File: src/rtl/hz_pkg.sv
package hz_pkg;
  typedef enum logic [1:0] {
    FWD_RF  = 2'd0,
    FWD_WB  = 2'd1,
    FWD_MEM = 2'd2
  } fwd_sel_e;
endpackage

File: src/rtl/hz_src_fwd.sv
module hz_src_fwd
  import hz_pkg::*;
#(
  parameter int REG_W = 5
) (
  input  logic [REG_W-1:0] src,
  input  logic [REG_W-1:0] dx_rd,
  input  logic             dx_wen,
  input  logic [REG_W-1:0] xm_rd,
  input  logic             xm_wen,
  output fwd_sel_e         sel
);
  logic src_live;
  assign src_live = (src != '0);

  // The producer now in D/X reaches X/M when the consumer reaches X,
  // so it is the nearer one and wins.
  always_comb begin
    if (src_live && dx_wen && (dx_rd == src))
      sel = FWD_MEM;
    else if (src_live && xm_wen && (xm_rd == src))
      sel = FWD_WB;
    else
      sel = FWD_RF;
  end
endmodule

File: src/rtl/hz_wm_match.sv
module hz_wm_match #(
  parameter int REG_W = 5
) (
  input  logic             dx_is_store,
  input  logic [REG_W-1:0] dx_rs2,
  input  logic [REG_W-1:0] xm_rd,
  input  logic             xm_wen,
  output logic             wm_hit
);
  // The store in D/X meets the X/M producer again one stage later,
  // as M against W.
  assign wm_hit = dx_is_store && (dx_rs2 != '0) && xm_wen && (xm_rd == dx_rs2);
endmodule

File: src/rtl/hz_interlock.sv
module hz_interlock #(
  parameter int REG_W       = 5,
  parameter bit SHARED_PORT = 1'b0
) (
  input  logic [REG_W-1:0] fd_rs1,
  input  logic [REG_W-1:0] fd_rs2,
  input  logic             fd_is_store,
  input  logic [REG_W-1:0] dx_rd,
  input  logic             dx_wen,
  input  logic             dx_is_load,
  input  logic             dx_is_store,
  input  logic             mispredict,
  output logic             pc_we,
  output logic             fd_we,
  output logic             fd_clr,
  output logic             dx_bubble,
  output logic             dx_clr
);
  logic load_dst_live;
  logic hit_rs1;
  logic hit_rs2;
  logic load_use;
  logic port_busy;

  assign load_dst_live = dx_is_load && dx_wen && (dx_rd != '0);
  assign hit_rs1       = (fd_rs1 == dx_rd);
  // Store data is forwarded later in M, so it does not hold decode.
  assign hit_rs2       = !fd_is_store && (fd_rs2 == dx_rd);
  assign load_use      = load_dst_live && (hit_rs1 || hit_rs2);
  assign port_busy     = SHARED_PORT && (dx_is_load || dx_is_store);

  always_comb begin
    pc_we     = 1'b1;
    fd_we     = 1'b1;
    fd_clr    = 1'b0;
    dx_bubble = 1'b0;
    dx_clr    = 1'b0;
    if (mispredict) begin
      fd_clr = 1'b1;
      dx_clr = 1'b1;
    end else if (load_use) begin
      pc_we     = 1'b0;
      fd_we     = 1'b0;
      dx_bubble = 1'b1;
    end else if (port_busy) begin
      pc_we  = 1'b0;
      fd_clr = 1'b1;
    end
  end
endmodule

File: src/rtl/hazard_ctrl.sv
module hazard_ctrl
  import hz_pkg::*;
#(
  parameter int REG_W       = 5,
  parameter bit SHARED_PORT = 1'b0
) (
  input  logic             clk,
  input  logic             rst,
  input  logic [REG_W-1:0] fd_rs1,
  input  logic [REG_W-1:0] fd_rs2,
  input  logic             fd_is_store,
  input  logic [REG_W-1:0] dx_rd,
  input  logic             dx_wen,
  input  logic             dx_is_load,
  input  logic             dx_is_store,
  input  logic [REG_W-1:0] dx_rs2,
  input  logic [REG_W-1:0] xm_rd,
  input  logic             xm_wen,
  input  logic             mispredict,
  output logic             pc_we,
  output logic             fd_we,
  output logic             fd_clr,
  output logic             dx_bubble,
  output logic             dx_clr,
  output logic [1:0]       alu_a_sel,
  output logic [1:0]       alu_b_sel,
  output logic             st_data_sel
);
  localparam int NSRC = 2;

  logic [REG_W-1:0] srcs [NSRC];
  fwd_sel_e         nxt  [NSRC];
  fwd_sel_e         sel_q [NSRC];
  logic             wm_hit;
  logic             wm_q;
  logic             kill;

  assign srcs[0] = fd_rs1;
  assign srcs[1] = fd_rs2;

  for (genvar s = 0; s < NSRC; s++) begin : g_src
    hz_src_fwd #(.REG_W(REG_W)) u_fwd (
      .src   (srcs[s]),
      .dx_rd (dx_rd),
      .dx_wen(dx_wen),
      .xm_rd (xm_rd),
      .xm_wen(xm_wen),
      .sel   (nxt[s])
    );
  end

  hz_wm_match #(.REG_W(REG_W)) u_wm (
    .dx_is_store(dx_is_store),
    .dx_rs2     (dx_rs2),
    .xm_rd      (xm_rd),
    .xm_wen     (xm_wen),
    .wm_hit     (wm_hit)
  );

  hz_interlock #(.REG_W(REG_W), .SHARED_PORT(SHARED_PORT)) u_lock (
    .fd_rs1     (fd_rs1),
    .fd_rs2     (fd_rs2),
    .fd_is_store(fd_is_store),
    .dx_rd      (dx_rd),
    .dx_wen     (dx_wen),
    .dx_is_load (dx_is_load),
    .dx_is_store(dx_is_store),
    .mispredict (mispredict),
    .pc_we      (pc_we),
    .fd_we      (fd_we),
    .fd_clr     (fd_clr),
    .dx_bubble  (dx_bubble),
    .dx_clr     (dx_clr)
  );

  // A nop enters D/X: nothing for X to forward next cycle.
  assign kill = dx_bubble || dx_clr;

  for (genvar s = 0; s < NSRC; s++) begin : g_selreg
    always_ff @(posedge clk) begin
      if (rst)       sel_q[s] <= FWD_RF;
      else if (kill) sel_q[s] <= FWD_RF;
      else           sel_q[s] <= nxt[s];
    end
  end

  always_ff @(posedge clk) begin
    if (rst) wm_q <= 1'b0;
    else     wm_q <= wm_hit;
  end

  assign alu_a_sel   = sel_q[0];
  assign alu_b_sel   = sel_q[1];
  assign st_data_sel = wm_q;
endmodule

File: config.mk
export PLATFORM = sky130hd
export DESIGN_NAME = hazard_ctrl
export DESIGN_NICKNAME = d
export VERILOG_FILES = /design/src/rtl/hz_pkg.sv /design/src/rtl/hz_src_fwd.sv /design/src/rtl/hz_wm_match.sv /design/src/rtl/hz_interlock.sv /design/src/rtl/hazard_ctrl.sv
export SDC_FILE = /design/constraint.sdc
export NUM_CORES = 1
export LEC_CHECK = 0
export ABC_CLOCK_PERIOD_IN_PS = 3030
export CAP_MARGIN = 20
export CORE_ASPECT_RATIO = 0.75
export CORE_UTILIZATION = 40
export CTS_CLUSTER_DIAMETER = 30
export DETAILED_ROUTE_END_ITERATION = 6
export GPL_TIMING_DRIVEN = 0
export HOLD_SLACK_MARGIN = 0.06
export PLACE_DENSITY = 0.94
export RECOVER_POWER = 25
export SLEW_MARGIN = 25
export SYNTH_ARGS = -nofsm -noshare
export SYNTH_HDL_FRONTEND = slang
export SYNTH_HIERARCHICAL = 1
export SYNTH_SLANG_ARGS = --single-unit
File: constraint.sdc
create_clock -name clk -period 3.03 [get_ports clk]
set_input_delay 0.7575 -clock clk [delete_from_list [all_inputs] [get_ports clk]]
set_output_delay 0.7575 -clock clk [all_outputs]
set_load 0.01 [all_outputs]
# ---- After elaboration in Yosys (flattened, before gate mapping)
# Memory sizes are Yosys's and may differ from the RTL's.
# Index checks and enable logic that the tools add are counted.
dict set report word_totals {
  memories 1
  inputBits 33
  out_inout_bits 10
  register_bits 1
  mem_bits_rw 4
  word_cells 56
}
# memory depth word_bits read_ports rd_clocked_by_memory_dff wr line
set memory_table {}
lappend memory_table {sel_q 2 2 2 0 2 hazard_ctrl.sv:33} ;# fwd_sel_e sel_q [NSRC];
dict set report classes {
  bitwise 4
  eq_ne 7
  n_mux 21
  reduce_logical 22
}
# op n
set op_table {}
lappend op_table {{== test 5 bit} 7}
lappend op_table {{nonzero test 5 bit} 4}
lappend op_table {{logical AND 1 bit} 15}
lappend op_table {{two-way mux 1 bit} 15}
lappend op_table {{two-way mux 2 bit} 6}
lappend op_table {{OR 1 bit} 4}
lappend op_table {{logical OR 1 bit} 2}
lappend op_table {{logical NOT 1 bit} 1}

# ---- Logic depth before layout (Yosys ltp)
# Gate-level depths: netlist (run 1).
dict set report logic_depth {
  ltp_word 12
  depth_mapped 5
}

# ---- Hierarchy
# The synthesis (run 1) kept the hierarchy.
# module seq_area_each_um2 cells_per_inst area_each_um2 n_inst
set modules_own_cells {}
lappend modules_own_cells {hz_src_fwd 0.0 18 138.9 2}
lappend modules_own_cells {hazard_ctrl 140.1 11 187.7 1}
lappend modules_own_cells {hz_interlock 0.0 23 181.4 1}
lappend modules_own_cells {hz_wm_match 0.0 10 76.3 1}

# ---- Least setup slack after synthesis (run 1)
# Ideal clock, no wire load.
dict set report synth_timing {
  kind {input to output}
  start {input dx_rd[2]}
  end {output pc_we}
  path_slack_ps 428
  n_path_buf 1
  path_stages 5
  t_required_ps 2273
  arrival_time_ps 1845
  cell_sequence {xor2_1 nor4_2 a22oi_1 a2111o_1 buf_4}
}
dict set report synth_between {
  elab_chain_cells 6
  word_cells_on_any_way 9
  classes_between {eq/ne (2); mux (2); reduce/logical (5)}
}
# item line
set synth_lines {}
lappend synth_lines {{start, declared} hazard_ctrl.sv:12} ;# input logic [REG_W-1:0] dx_rd,
lappend synth_lines {{== test 5 bit} hz_interlock.sv:28} ;# assign hit_rs2 = !fd_is_store && (fd_rs2 == dx_rd);
lappend synth_lines {{logical AND 1 bit} hz_interlock.sv:28}
lappend synth_lines {{logical OR 1 bit} hz_interlock.sv:29} ;# assign load_use = load_dst_live && (hit_rs1 || hit_rs2);
lappend synth_lines {{logical AND 1 bit *} hz_interlock.sv:29}
lappend synth_lines {{two-way mux 1 bit * (2 in a row)} -}
lappend synth_lines {{end, declared} hazard_ctrl.sv:20} ;# output logic pc_we,
# Mark *: on every way between the ends. The rest lies on a longest branch, timed or not.

# ---- Worst setup path after layout (run 1)
dict set report layout_timing {
  start {input fd_rs2[3]}
  end {output pc_we}
}
dict set report layout_between {
  elab_chain_cells 6
}
# item line
set layout_lines {}
lappend layout_lines {{start, declared} hazard_ctrl.sv:10} ;# input logic [REG_W-1:0] fd_rs2,
lappend layout_lines {{== test 5 bit} hz_interlock.sv:28}
lappend layout_lines {{logical AND 1 bit} hz_interlock.sv:28}
lappend layout_lines {{logical OR 1 bit} hz_interlock.sv:29}
lappend layout_lines {{logical AND 1 bit} hz_interlock.sv:29}
lappend layout_lines {{two-way mux 1 bit} hz_interlock.sv:41} ;# end else if (load_use) begin
lappend layout_lines {{two-way mux 1 bit} hz_interlock.sv:38} ;# if (mispredict) begin
# No other way between the ends.

==> results by stage, run 1 <==
Clocking:
- The tree is rooted in a clkbuf_4.
- The number of clock sinks is 5.
- The CTS tree is yes.
- The number of buffers created by CTS is 3.
- The maximum level of the CTS H-tree is 1.
- The number of buffers between clock root and the deepest sink is 2.
- Clock-pin slew was measured on the worst setup and hold paths at about 40 ps.

Worst setup path:
- The maximum cell stage delay along the critical path is between 400 and 500 ps.
- The category of the worst setup path launch point is a primary input.
- Counting buffers and inverters, the worst setup path is 7 cells deep.
- The slowest stage of the critical path belongs to the cell a2111o_1.
- The required time reported for the critical path endpoint is 2270 ps.
- In this run the worst path has a maximum fanout of 4.
- The data arrival time of the critical path is ~2200 ps.
- In this design, the largest share of critical-path delay is due to compound AO/OA/AOI/OAI gates.
- Tracing the worst setup path back leads to its startpoint at fd_rs2[3].
- The class of the most critical setup path is in2out.
- The critical path ends at pc_we.
- Traced cell by cell, the critical path runs through clkdlybuf4s15_2, xor2_1, nor4_2, a22oi_2, a2111o_1, buf_4, clkbuf_2.
- The number of buffers and inverters on the critical path is 3.
- The endpoint kind of the worst setup timing path is an output pin.

Yosys:
- The distinct cell type count of the synthesized netlist is 26.
- The total number of yosys warnings is 6.
- In this run the mean area of a mapped cell was 9.04 um^2.
- Summing the sequential cell areas from Yosys gives about a fifth of the chip area.
- After synthesis the netlist holds a flip-flop and latch count of 5.
- The number of instances in the synthesized netlist is 80.
- In this run the cell area of the synthesized design comes to 723 um^2.

Layout:
- Cells with a size suffix above 1 make up between 20% and 30% of the layout.
- The final layout contains roughly 170 nets.
- Compared with the post-synthesis result, the final layout area differs by 66.1%.
- The top cell types in the final layout, fill and taps aside, are 21 x clkdlybuf4s50_1, 18 x xor2_1, 16 x xnor2_1.
- The non-filler instance count after layout is 152.
- The commonest non-fill, non-tap cell in the layout is clkdlybuf4s50_1.
- 0 antenna diodes ended up in the layout.
- The number of filler cells placed in the layout is 120.

STA:
- The worst path uses 97.0% of the clock period.
- Across all setup checks in the final design, the least slack found is 92.2 ps.
- The number of pins with negative max-slew slack in the final report is 0.
- The worst path in the final design needs a cycle of ~2900 ps, including I/O delays and setup.
- After routing, the total negative slack on setup checks comes to 0 ps.
- Setup repair after global routing left no endpoint under its margin.
- The number of hold-slack violations in the final timing report is 0.
- The count of final setup violators is 0.
- Based on the critical path, the design can be clocked at up to 340 MHz.
- Hold timing on the final database bottoms out at a slack of approximately 1200 ps.

Power:
- Across the VDD grid, the largest voltage drop is 0.188 mV.
- The net load switching power is between 90 and 100 uW.
- The internal power of the cells totals between 150 and 200 uW.
- The share of total power in combinational logic is 45.6%.
- Per report_power, the sequential group accounts for between 20% and 30% of the total.
- The power consumption is 287 uW.
- The share of total power dissipated in the clock network is about 27%.
- Net switching is between 30% and 40% of the power.
- The power density relative to cell area is approximately 240 nW/um^2.
- In this run the static leakage power is 0.000450 uW.

GRT:
- For this run, the total global-route usage over all layers was measured as between 20% and 30%.
- The number of antenna violations at the first check in global routing is 0.
- The pin count of the biggest net entering global routing is 6.
- The total overflow left after global routing is 0.
- The first global-routing pass estimated around 3400 um of wire.
- The number of global-route vias before repair is roughly 760.

Place:
- The final weighted congestion of routability-driven global placement is ~0.81.
- The number of placed instances, taps included, is 146.
- Summed over all nets, the half-perimeter wirelength after detailed placement is ~1800 um.
- Before CTS, the worst setup slack after placement is -909 ps.
- The number of buffers inserted by port buffering is 42.

Drt:
- The violation count after the first detailed-route iteration is 10.
- The average wire length per cell after detail routing is between 10 and 15 um.
- In the routed design, unresolved DRC markers number 0.
- The via-per-instance ratio is 5.33.
- The number of nets with antenna violations after detailed routing is 0.
- The detailed-router iteration count before antenna repair is 4.
- For this block, the via count after detailed routing is 810.
- The total wire length is 2280 um.

Die:
- The number of ports placed on the die boundary is 43.
- The die area is 1980 um^2.
- The starting density of the core is around 46%.
- The number of core rows is 12.
- The vertical extent of the die is 38.8 um.
- The placeable core area is about 1600 um^2.
- The die width is between 50 and 60 um.

Run status:
- The run finished with clean final reports.

Job:
- Max-cap violations in this run came to 0.

Hold path:
- The class of the most critical hold timing path is in2reg.
==> cell usage after synthesis, drive strengths merged <==
cell     count  area [um^2]
nor3         2         10.0
nor3b        1         12.5
and2b        1         8.76
dfxtp        1         20.0
edfxtp       4          120
nand2        3         11.3
o21ai        1         5.00
inv          1         3.75
conb         1         3.75
or4          2         15.0
a2111o       1         11.3
o2111ai      1         8.76
and3b        2         17.5
xnor2       16          140
nor4         4         31.3
a2111oi      3         32.5
nand4        2         12.5
buf          3         22.5
nor4b        4         35.0
nand3        1         5.00
and2         2         12.5
nor2         5         18.8
a22oi        1         7.51
xor2        18          158
==> state kept, by name, summed over array words and instances, names as in the netlist <==
name         flops
sel_q            4
st_data_sel      1
==> power groups by stage <==
stage	Clock [uW]	Combinational, uW	Sequential, uW
after floorplan	0	51.9	80.9
after global placement	0	127	79.0
after detailed placement	0	133	79.3
after CTS	80.8	132	78.1
after global routing	84.9	140	78.0
final	78.1	131	78.1
==> layout make-up <==
type                            count  area (um^2)  share of cell area [%]
Clock buffer                        4         26.3                    2.19
Tap cell                           21         26.3                    2.19
Timing Repair Buffer               44          392                    32.6
Multi-Input combinational cell     74          591                    49.2
Buffer                              3         22.5                    1.88
Inverter                            1         3.75                   0.313
Sequential cell                     5          140                    11.7
==> cells by family (layout without fill, tap and decap cells) <==
logic type,count (synthesis),count (layout),share of synthesized area [%]
other,1,4,0.519
and+or+nand+nor,29,29,26.3
xor gates and xnor gates,34,34,41.2
DFF,5,5,19.4
buffers and inverters,4,52,3.63
AOI/OAI and AO/OA,7,7,9.00
==> worst min path at each step <==
stage                      startpoint     endpoint  slack [ps]  cells after the start
after floorplan                   rst  sel_q[0][0]         950                      1
after global placement    st_data_sel  st_data_sel        1490                      1
after detailed placement  st_data_sel  st_data_sel        1500                      1
after CTS                   fd_rs1[0]  sel_q[0][0]        1240                      5
after global routing        fd_rs2[0]  sel_q[1][0]        1170                      5
final                       fd_rs2[0]  sel_q[1][0]        1170                      5
==> through the flow <==
stage | utilization (%) | area [um^2]
after floorplan | - | 734
after global placement | 74.9 | 1180
after detailed placement | 74.9 | 1180
after CTS | 78.1 | 1230
after global routing | 76.2 | 1200
final | 76.2 | 1200
==> layer usage <==
| metal | GRT usage [%] | share of wire (%) | wire [um] | vias up |
|---|---|---|---|---|
| li1 | - | - | - | 388 |
| met1 | 24.8 | 41 | 942 | 367 |
| met2 | 48.0 | 48 | 1100 | 49 |
| met3 | 8.24 | 8.6 | 197 | 6 |
| met4 | 7.64 | 1.8 | 42 | 0 |
| met5 | 0 | 0 | 0 | - |
==> repair_timing <==
| item | 4_1_cts | 5_1_grt |
|---|---|---|
| endpoints found under the setup margin | 3 | 2 |
| setup buffers | 2 | 0 |
| resized for setup | 40 | 14 |
| hold buffers | 0 | 0 |
| pin swaps | 5 | 4 |
Power figures use the tool's default switching activity.
==> run 2, diff against run 1 <==
--- a/config.mk
+++ b/config.mk
@@ -11,9 +11,10 @@
 export CORE_UTILIZATION = 40
 export CTS_CLUSTER_DIAMETER = 30
 export DETAILED_ROUTE_END_ITERATION = 6
+export DONT_BUFFER_PORTS = 1
 export GPL_TIMING_DRIVEN = 0
 export HOLD_SLACK_MARGIN = 0.06
-export PLACE_DENSITY = 0.94
+export PLACE_DENSITY = 0.63
 export RECOVER_POWER = 25
 export SLEW_MARGIN = 25
 export SYNTH_ARGS = -nofsm -noshare
==> results by stage, run 2 (same netlist as run 1, synthesis figures left out) <==
Die:
- 43 I/O pins were placed.
- The placeable core area is approximately 1600 um^2.
- The starting density of the core is a little under half.
- The number of core rows is 12.
- The die covers ~2000 um^2.
- The die is ~51 um wide.
- The vertical extent of the die is about 39 um.

GRT:
- The number of global-route vias before repair is slightly below 600.
- The total global routing track utilization is between 10% and 20%.
- The remaining global-route overflow is 0.
- Entering global routing, the biggest net connects 6 pins.
- The number of antenna violations at the first check in global routing was 0.
- The first global-routing pass estimated 2480 um of wire.

Worst setup path:
- Counting both buffers and inverters, the worst setup path holds a total of 0.
- Walking the worst path, the cells encountered are xor2_1, nor4_2, a22oi_1, a2111oi_2.
- The class of the most critical setup path is in2out.
- The data arrival time of the critical path is about 2000 ps.
- The category of the worst setup path launch point is a primary input.
- In this design, the largest share of critical-path delay is due to compound AO/OA/AOI/OAI gates.
- Of all nets on the critical path, the largest fanout is 5.
- The cell at the slowest stage of the critical path is a2111oi_2.
- The worst setup path is captured at an output pin.
- STA puts the critical path data required time at 2270 ps.
- For this run, the slowest stage of the critical path takes slightly below 700 ps.

Drt:
- Using the TritonRoute via totals, the vias-per-cell ratio works out to 5.70.
- The average wire length per cell after detail routing is ~15 um.
- The number of nets with antenna violations after detailed routing is 0.
- The final routed DRC violation total is 0.
- The detailed-router iteration count before antenna repair is 4.
- The total via count in the routed design is approximately 620.
- The total wire length is 1590 um.
- The violation count after the first detailed-route iteration is 16.

STA:
- The number of hold-slack violations in the final timing report is 0.
- The pin slew with the least headroom to its limit is about 760 ps.
- Setup repair after global routing left no endpoint under its margin.
- Setup violations remaining at the end of the flow were counted as 0.
- The clock period minus worst slack is ~2800 ps.
- The worst setup slack after layout is between 200 and 300 ps.
- The period utilization is between 90% and 100%.
- Adding up every negative setup slack in the final design gives 0 ps.
- The number of pins with negative max-slew slack in the final report is 0.
- The maximum frequency from static timing analysis is approximately 360 MHz.
- Measured against its own limit, the worst slew margin works out to 49.3%.

Layout:
- Once layout is complete, the utilization of the core stands at 49.6%.
- In the final design database the tool counted approximately 120 nets.
- The cell area after layout is 782 um^2.
- The commonest non-fill, non-tap cell in the layout is xor2_1.
- The number of flip-flops in the largest register is 4.
- The area added between synthesis and finish is 8.13%.
- The share of final-layout standard cells stronger than drive strength 1 is approximately a tenth.
- Leaving out fill and tap cells, the most frequent cells in the layout are 18 x xor2_1, 16 x xnor2_1, 5 x nor2_1.
- The number of diodes is 0.
- More flip-flops sit in one register than any other, and that register is sel_q.

Job:
- The number of max-capacitance violations reported is 0.

Clocking:
- The clock net in this run drives a total of 5 sinks.
- The number of buffers created by CTS is 3.
- The clock root buffer is clkbuf_4.
- The maximum level of the CTS H-tree is 1.
- The number of gates resized after cts is 0.
- The clock passes through at most 2 buffers.
- Buffers inserted to repair hold after CTS numbered 0.
- After clock tree synthesis, the clock-pin slew on the worst setup and hold paths is 40 ps.
- The CTS tree is yes.
- In this run the post-CTS setup repair buffer count came out at 0.

Place:
- The number of buffers inserted by port buffering is 0.
- The final weighted congestion of routability-driven global placement is 0.800.
- The HPWL after detailed placement is approximately 1400 um.
- The cell area after placement is ~760 um^2.
- The pre-CTS setup slack is between 200 and 250 ps.

Power:
- The leakage power summed over all cells is ~0.00026 uW.
- VDD sags by at most between 0.1 and 0.15 mV.
- Power spread over the standard cell area amounts to between 200 and 300 nW/um^2.

Run status:
- The run finished with clean final reports.

Hold path:
- The class of the most critical hold timing path is in2reg.
run 2: per-layer routing:
metal,share of wire (%),up-vias,global-route usage [%]
met3,11,0,9.80
met1,45,278,22.3
met4,0,0,2.08
li1,-,296,-
met5,0,-,0
met2,44,42,29.9
run 2: final cells by class:
type / instances / area (um^2)
plain buffers: 3 / 22.5
multi-input cells: 74 / 563
fillers: 151 / 795
inverters: 1 / 3.75
clock buffers: 4 / 26.3
flip-flops and latches: 5 / 140
well taps: 21 / 26.3
run 2: report_power, final:
part	switching (uW)	internal, uW	total, uW
Combinational	22.7	34.4	57.1
Clock	25.5	49.7	75.2
Sequential	2.48	77.5	80.0
run 2: path summary, 6_finish.rpt:
path  startpoint           to  depth (start not counted)  slack, ps
max     dx_rd[2]    dx_bubble                          4        280
min          rst  sel_q[1][1]                          1        720
run 2: stage by stage:
stage	hold slack (ps)	instances	total power [uW]
2_1_floorplan	954	83	133
3_3_place_gp	959	104	137
3_5_place_dp	959	104	138
4_1_cts	706	108	216
5_1_grt	702	108	227
6_report	715	108	212
==> run 3, diff against run 2 <==
--- a/config.mk
+++ b/config.mk
@@ -14,7 +14,7 @@
 export DONT_BUFFER_PORTS = 1
 export GPL_TIMING_DRIVEN = 0
 export HOLD_SLACK_MARGIN = 0.06
-export PLACE_DENSITY = 0.63
+export PLACE_DENSITY = 0.64
 export RECOVER_POWER = 25
 export SLEW_MARGIN = 25
 export SYNTH_ARGS = -nofsm -noshare
==> results by stage, run 3 (same netlist as run 1, synthesis figures left out) <==
Run status:
- The run finished with clean final reports.

STA:
- The relative slew slack is between 40% and 50%.
- Setup repair after global routing left no endpoint under its margin.
- The worst setup slack after layout is 278 ps.
- After layout, the worst path uses between 90 and 100% of the clock period.
- The minimum hold slack is between 700 and 800 ps.
- The count of final setup violators is 0.
- The final setup TNS is 0 ps.
- The number of hold-slack violations in the final timing report is 0.
- For the pin with the worst max-slew slack, the measured transition is 754 ps.
- The routed design could run at a clock period as short as between 2000 and 3000 ps.
- The number of pins with negative max-slew slack in the final report came to 0.
- The maximum frequency from static timing analysis is roughly 360 MHz.

Drt:
- In the routed layout, each cell is associated on average with a via count of 5.77.
- The total wire length is ~1600 um.
- The first routing iteration left 26 violations.
- The total via count in the routed design is 623.
- The detailed-router iteration count before antenna repair is 4.
- Once detail routing completed, the nets flagged for antenna violations numbered 0.
- After detailed routing, the average wire length per cell comes to ~15 um.
- The final routed DRC violation total is 0.

Worst setup path:
- The maximum fanout along the worst path is 5.
- For the worst setup path, the data arrival time is approximately 2000 ps.
- STA classifies the critical path startpoint as a primary input.
- The class of the most critical setup path is in2out.
- The required time reported for the critical path endpoint is between 2000 and 2500 ps.
- The endpoint kind of the worst setup timing path is an output pin.

Hold path:
- The class of the most critical hold timing path is in2reg.

Place:
- Routability-driven placement finished with a final weighted congestion of 0.775.
- Input and output buffers added on the ports amount to 0.
- The HPWL after detailed placement is 1410 um.
- OpenSTA, run right after detailed placement, puts the worst setup slack at roughly 250 ps.
- Once placement finished, the instance area stood at around 760 um^2.

Layout:
- The area taken by multi-input logic gates is ~560 um^2.
- At the end of the flow, the number of nets in the layout was about 120.
- The area added between synthesis and finish is 8.13%.
- In the layout the commonest cells are 18 x xor2_1, 16 x xnor2_1, 5 x nor2_1.
- The cell area after layout is 782 um^2.
- Leaving out fill and tap cells, the most frequent cell in the layout is xor2_1.
- The post-route netlist has about a tenth of its cells at a drive strength greater than 1.
- The number of filler cells placed in the layout is 163.
- The register with the most flip-flops in the layout has 4 of them.
- The number of diodes is 0.
- Registers take 140 um^2.
- More flip-flops sit in one register than any other, and that register is sel_q.

Clocking:
- After clock tree synthesis, the repair step resized 0 gates.
- The number of buffers between clock root and the deepest sink is 2.
- The clock transition at the registers of the reported paths is around 40 ps.
- TritonCTS built the clock tree.
- The tree built by TritonCTS fans out to 5 sinks.
- The clock root buffer is clkbuf_4.
- The number of hold buffers added after CTS is 0.
- The number of setup buffers added after CTS is 0.
- The number of buffers created by CTS is 3.
- The maximum level of the CTS H-tree is 1.

GRT:
- The first-pass GRT wire length is between 2000 and 3000 um.
- Global routing used a little under a fifth of the available tracks.
- The number of global-route vias before repair was roughly 610.
- The number of antenna violations at the first check in global routing was 0.
- The remaining global-route overflow is 0.
- The pin count of the biggest net entering global routing is 6.

Job:
- The tool flagged a number of max-cap violations equal to 0.

Power:
- Total power for the finished layout comes to roughly 210 uW.
- For this design the ratio of total power to cell area is approximately 270 nW/um^2.
- The maximum vdd drop is 0.146 mV.
- The leakage power summed over all cells is roughly 0.00026 uW.

Die:
- The vertical extent of the die is approximately 39 um.
- The die width is ~51 um.
- The starting density of the core is 45.9%.
- The core region is 1580 um^2.
- The die covers approximately 2000 um^2.
- The initialized floorplan defines 12 standard-cell rows.
- In this run the count of I/O pins placed on the die edge is 43.
-- run 3: final timing paths --
kind	slack, ps	endpoint	depth (start not counted)	startpoint
worst max-delay path	280	dx_bubble	4	dx_rd[2]
worst min-delay path	710	sel_q[1][0]	1	rst
-- run 3: worst max-delay path, cell delays in order --
cell and delay [ps]:
xor2_1 150, nor4_2 270, a22oi_1 140, a2111oi_2 680
-- run 3: stage by stage --
step	utilization [%]	instances
after floorplan	-	83
after global placement	48.3	104
after detailed placement	48.3	104
after CTS	49.9	108
after global routing	49.6	108
final	49.6	108
-- run 3: metal layers --
| layer | global-route usage, % | wire length, um | vias to the layer above |
|---|---|---|---|
| met5 | 0 | 0 | - |
| li1 | - | - | 298 |
| met1 | 22.7 | 772 | 291 |
| met2 | 30.6 | 711 | 34 |
| met4 | 2.08 | 0 | 0 |
| met3 | 9.02 | 147 | 0 |
-- run 3: cell type report --
type | instances | share of cell area, %
flip-flops and latches | 5 | 17.9
multi-input cells | 74 | 72.0
plain buffers | 3 | 2.88
clock buffers | 4 | 3.36
well taps | 21 | 3.36
inverters | 1 | 0.480
-- run 3: where the power goes --
part,total [uW],leakage [uW],switching [uW],internal [uW]
Combinational,57.9,0.000198,23.5,34.4
Sequential,79.9,0.0000460,2.45,77.5
Clock,75.5,0.0000150,25.8,49.7
Total,213,0.000259,51.7,162
